==> config.mk <==
export PLATFORM = sky130hd
export DESIGN_NAME = asp_clkgen
export DESIGN_NICKNAME = d
export VERILOG_FILES = /design/src/rtl/asp_clk_pkg.sv /design/src/rtl/asp_frame_ctr.sv /design/src/rtl/asp_phase_tap.sv /design/src/rtl/asp_clkgen.sv
export SDC_FILE = /design/constraint.sdc
export NUM_CORES = 1
export LEC_CHECK = 0
export BUFFER_PORTS_ARGS = -buffer_cell sky130_fd_sc_hd__buf_2
export CORE_UTILIZATION = 45
export DETAILED_ROUTE_END_ITERATION = 6
export PLACE_DENSITY = 0.6
export SYNTH_ARGS = -nofsm -noshare
export SYNTH_HDL_FRONTEND = slang
export SYNTH_SLANG_ARGS = --single-unit
==> constraint.sdc <==
create_clock -name mclk -period 4 [get_ports mclk]
set_clock_uncertainty 0.05 [all_clocks]
set_input_delay 0.6 -clock mclk [delete_from_list [all_inputs] [get_ports mclk]]
set_output_delay 0.6 -clock mclk [all_outputs]
set_load 0.02 [all_outputs]
==> src/rtl/asp_clk_pkg.sv <==
package asp_clk_pkg;

   typedef struct packed {
      logic [1:0] code;
      logic       wide;
   } clk_cfg_t;

   localparam clk_cfg_t CFG_RESET = '{code: 2'b00, wide: 1'b0};

   // log2 of master-clock cycles per frame
   function automatic logic [3:0] frame_lg(input logic [1:0] code);
      case (code)
         2'b01:   return 4'd10;
         2'b11:   return 4'd9;
         default: return 4'd8;
      endcase
   endfunction

   // log2 of master-clock cycles per bit-clock period
   function automatic logic [3:0] bit_lg(input logic [1:0] code, input logic wide);
      return frame_lg(code) - (wide ? 4'd6 : 4'd5);
   endfunction

endpackage

==> src/rtl/asp_frame_ctr.sv <==
module asp_frame_ctr
   import asp_clk_pkg::*;
#(
   parameter int CNT_W = 10
) (
   input  logic             clk,
   input  logic             rst_n,
   input  logic             en,
   input  clk_cfg_t         cfg_in,
   output logic [CNT_W-1:0] cnt_o,
   output clk_cfg_t         cfg_o
);

   logic [CNT_W-1:0] cnt_q;
   logic [CNT_W-1:0] last;
   clk_cfg_t         cfg_q;

   assign last = CNT_W'((32'd1 << frame_lg(cfg_q.code)) - 32'd1);

   always_ff @(posedge clk or negedge rst_n) begin
      if (!rst_n) begin
         cnt_q <= '0;
         cfg_q <= CFG_RESET;
      end else if (!en) begin
         cnt_q <= '0;
         cfg_q <= cfg_in;
      end else if (cnt_q == last) begin
         cnt_q <= '0;
         cfg_q <= cfg_in;
      end else begin
         cnt_q <= cnt_q + 1'b1;
      end
   end

   assign cnt_o = cnt_q;
   assign cfg_o = cfg_q;

   a_r1_cnt_in_frame: assert property (@(posedge clk) disable iff (!rst_n)
      cnt_q <= last);

   a_r6_cfg_held_mid_frame: assert property (@(posedge clk) disable iff (!rst_n)
      (en && $past(en) && cnt_q != '0) |-> $stable(cfg_q));

endmodule

==> src/rtl/asp_phase_tap.sv <==
module asp_phase_tap #(
   parameter int CNT_W = 10,
   localparam int IW   = $clog2(CNT_W)
) (
   input  logic             clk,
   input  logic             rst_n,
   input  logic             en,
   input  logic [CNT_W-1:0] cnt,
   input  logic [IW-1:0]    idx,
   output logic             tap_o
);

   logic tap_q;

   always_ff @(posedge clk or negedge rst_n) begin
      if (!rst_n)   tap_q <= 1'b0;
      else if (!en) tap_q <= 1'b0;
      else          tap_q <= cnt[idx];
   end

   assign tap_o = tap_q;

endmodule

==> src/rtl/asp_clkgen.sv <==
module asp_clkgen
   import asp_clk_pkg::*;
#(
   parameter int CNT_W = 10
) (
   input  logic       mclk,
   input  logic       rst_n,
   input  logic       master_en,
   input  logic [1:0] osr_sel,
   input  logic       bck_wide,
   output logic       bclk,
   output logic       fclk
);

   localparam int IW = $clog2(CNT_W);

   generate
      if (CNT_W < 10) begin : g_width_bad
         $error("asp_clkgen: CNT_W must cover a 1024-cycle frame");
      end
   endgenerate

   clk_cfg_t         cfg_req, cfg_act;
   logic [CNT_W-1:0] cnt;
   logic [IW-1:0]    bit_idx, frm_idx;

   assign cfg_req = '{code: osr_sel, wide: bck_wide};

   asp_frame_ctr #(.CNT_W(CNT_W)) u_ctr (
      .clk(mclk), .rst_n(rst_n), .en(master_en),
      .cfg_in(cfg_req), .cnt_o(cnt), .cfg_o(cfg_act)
   );

   assign bit_idx = IW'(bit_lg(cfg_act.code, cfg_act.wide) - 4'd1);
   assign frm_idx = IW'(frame_lg(cfg_act.code) - 4'd1);

   asp_phase_tap #(.CNT_W(CNT_W)) u_bclk (
      .clk(mclk), .rst_n(rst_n), .en(master_en),
      .cnt(cnt), .idx(bit_idx), .tap_o(bclk)
   );

   asp_phase_tap #(.CNT_W(CNT_W)) u_fclk (
      .clk(mclk), .rst_n(rst_n), .en(master_en),
      .cnt(cnt), .idx(frm_idx), .tap_o(fclk)
   );

   a_r4_fclk_on_bclk_fall: assert property (@(posedge mclk) disable iff (!rst_n)
      (master_en && $past(master_en) && (fclk != $past(fclk))) |-> $fell(bclk));

   a_r5_left_half_first: assert property (@(posedge mclk) disable iff (!rst_n)
      (master_en && cnt == '0) |=> !fclk);

   a_r7_off_drives_low: assert property (@(posedge mclk) disable iff (!rst_n)
      !master_en |=> (!bclk && !fclk));

   a_r3_bclk_low_at_frame_start: assert property (@(posedge mclk) disable iff (!rst_n)
      (master_en && cnt == '0) |=> !bclk);

endmodule

==> flow_summary.toml <==
[run_status]
status = "complete, no violations"

[logic_synthesis]
avgSynthCellArea_sq_um = 10.41
synthFlopType = "dfrtp_1"
ys_types = 30
synth_edf_count = 0
ys_seq_area_share_pct = 45.66
async_reset_ff_share_pct = 100.0
netlist_area_sq_um = 822.0
ys_seq_elements = 15
synthesis.instances = 79
synthesis.nets = 87
yosys_warnings = 0

[setup_path]
cp-start-kind = "flop"
worstPathArrival_ns = 2.21
cp.required_ns = 4.13
crit_type = "reg -> reg"
crit_fanout = 9
cp-end-kind = "flop"

[clock_tree]
cts_resized = 0
ctsHoldBuffers = 0
clk_pin_slew_ns = 0.09
cts_sinks = 15
clock_latency_ns = 0.29
post_cts.repair.setup_buffers = 0
htree_levels = 1
cts_tree = "built"
cts_buffers = 3
clockBufferDepth = 2
cts-root-buf = "clkbuf_4"

[job]
cap_violations = 0

[place]
hpwlAfterDp_um = 1043
place.gp.congestion = 0.7475
io_buffers = 7

[layout]
drive_gt1_share_pct = 18.18
syn2layout_area_growth_pct = 9.285
final.fill_count = 167
diodes = 0
finalNetCount = 97

[power]
max-vdd-ir-drop_v = 0.0002449
finalPower_mw = 0.2979
power.leakage_nw = 0.3984
p_per_area_nw_per_um2 = 331.6

[floorplan]
start_util_pct = 47.61
core_area_sq_um = 1727
ios = 8
die_width_um = 44.74
rows = 15
die_area_sq_um = 2002
die-height_um = 44.74

[detailed_routing]
drtIter0Drc = 11
vias = 584
drtPass1Iterations = 4
drt-vias-per-instance = 5.168
wirelength_um = 1429
detail_route.wl_per_cell_um = 12.65
drc = 0
ant_nets = 0

[global_route]
grt_pass1_vias = 525
grt_use_total_pct = 18.04
antenna_found_initial = 0
gr-total-overflow = 0
grt_max_degree = 16
grt_pass1_wl_um = 2428

[timing]
rsz0062_at_grt = "no"
maxSlewViolCount = 0
finalHoldViolCount = 0
timing.fmax_mhz = 481.9
setup_tns_ns = 0
maxSlewHeadroom_pct = 71.15
setup_viol = 0
worst_pin_slew_ns = 0.4218
finalCritPeriodShare_pct = 51.88
fin_crit_ns = 2.075

[min_path]
hold_path.class = "in -> async"
cells by family (layout without fill, tap and decap cells):
family,after synthesis,in the layout,share of synthesized area [%]
xor gates and xnor gates,9,9,9.588
and+or+nand+nor,30,30,18.26
buffers and inverters,7,16,4.718
DFF,15,15,45.66
muxes,5,5,8.067
adders and majority gates,2,2,3.957
AOI/OAI and AO/OA,11,11,9.740
metrics by stage:
stage	area [sq um]	hold WS, ns	std cells	worst slack (ns)	util [%]
after floorplan	822.0	0.2544	79	2.041	-
after global placement	872.1	0.4605	109	1.983	50.51
after detailed placement	872.1	0.4645	109	1.912	50.51
after CTS	898.4	0.1534	113	1.896	52.03
after global routing	898.4	0.1518	113	1.858	52.03
final	898.4	0.1447	113	1.925	52.03
power breakdown:
group          switching [mW]  internal, mW  total [mW]
Combinational          0.0219        0.0202      0.0421
Sequential             0.0100         0.158       0.168
Clock                  0.0486        0.0388      0.0874
Total                  0.0805         0.217       0.298
critical path: stages, from the launching register on:
cell	delay [ns]
dfrtp_1	0.51
and2b_2	0.27
fa_1	0.40
inv_1	0.09
mux4_2	0.30
a311o_1	0.35
metal layers:
| layer | share of wire (%) | up-vias | track usage (%) |
|---|---|---|---|
| met5 | 0 | - | 0 |
| met4 | 0.84 | 0 | 9.091 |
| met3 | 5.0 | 2 | 8.400 |
| met2 | 46 | 15 | 25.88 |
| met1 | 48 | 271 | 22.86 |
| li1 | - | 296 | - |
layout by cell type (no fill, tap or decap), drive strengths merged, types with 2 or more instances in the layout:
cell	n
nor3	3
xor2	5
xnor2	4
clkbuf	4
nand4	2
inv	4
nor2	12
nand2	3
buf	8
dfrtp	15
mux2	3
o21ai	4
a2111oi	2
nand3	5
path summary, 6_finish.rpt:
check | from | to | slack (ns) | cells after the start
setup / recovery | u_ctr.cfg_o[2] | u_bclk.tap_o | 1.92 | 5
hold / removal | rst_n | u_fclk.tap_o | 0.14 | 1
setup reg to reg | u_ctr.cfg_o[2] | u_bclk.tap_o | 1.92 | 5
hold reg to reg | u_ctr.cnt_o[0] | u_ctr.cnt_o[0] | 0.47 | 1
max in group asynchronous | rst_n | u_ctr.cnt_o[5] | 3.50 | 1
min in group mclk | u_ctr.cnt_o[0] | u_ctr.cnt_o[0] | 0.47 | 1
area by class of cell:
class / count / area, sq um / area share (%)
multi-input combinational: 57 / 407.9 / 45.40
sequential: 15 / 375.4 / 41.78
timing repair buffer: 8 / 42.54 / 4.735
tap: 25 / 31.28 / 3.482
clock buffer: 4 / 26.28 / 2.925
inverter: 4 / 15.01 / 1.671
flip-flops by register name (all words and copies together), names as in the netlist:
register      cells
u_ctr.cnt_o      10
u_ctr.cfg_o       3
u_bclk.tap_o      1
u_fclk.tap_o      1
synthesized netlist by cell type (2+ instances only):
| cell | instances | area (sq um) |
|---|---|---|
| nand2_1 | 3 | 11.26 |
| dfrtp_1 | 15 | 375.4 |
| mux2_1 | 3 | 33.78 |
| inv_1 | 4 | 15.01 |
| a2111oi_0 | 2 | 17.52 |
| nand3_1 | 5 | 25.02 |
| xnor2_1 | 4 | 35.03 |
| nor2_1 | 12 | 45.04 |
| xor2_1 | 5 | 43.79 |
| nand4_1 | 2 | 12.51 |
| o21ai_0 | 3 | 15.01 |
| nor3_1 | 3 | 15.01 |
Note: power is estimated with default switching activity, not from simulation.
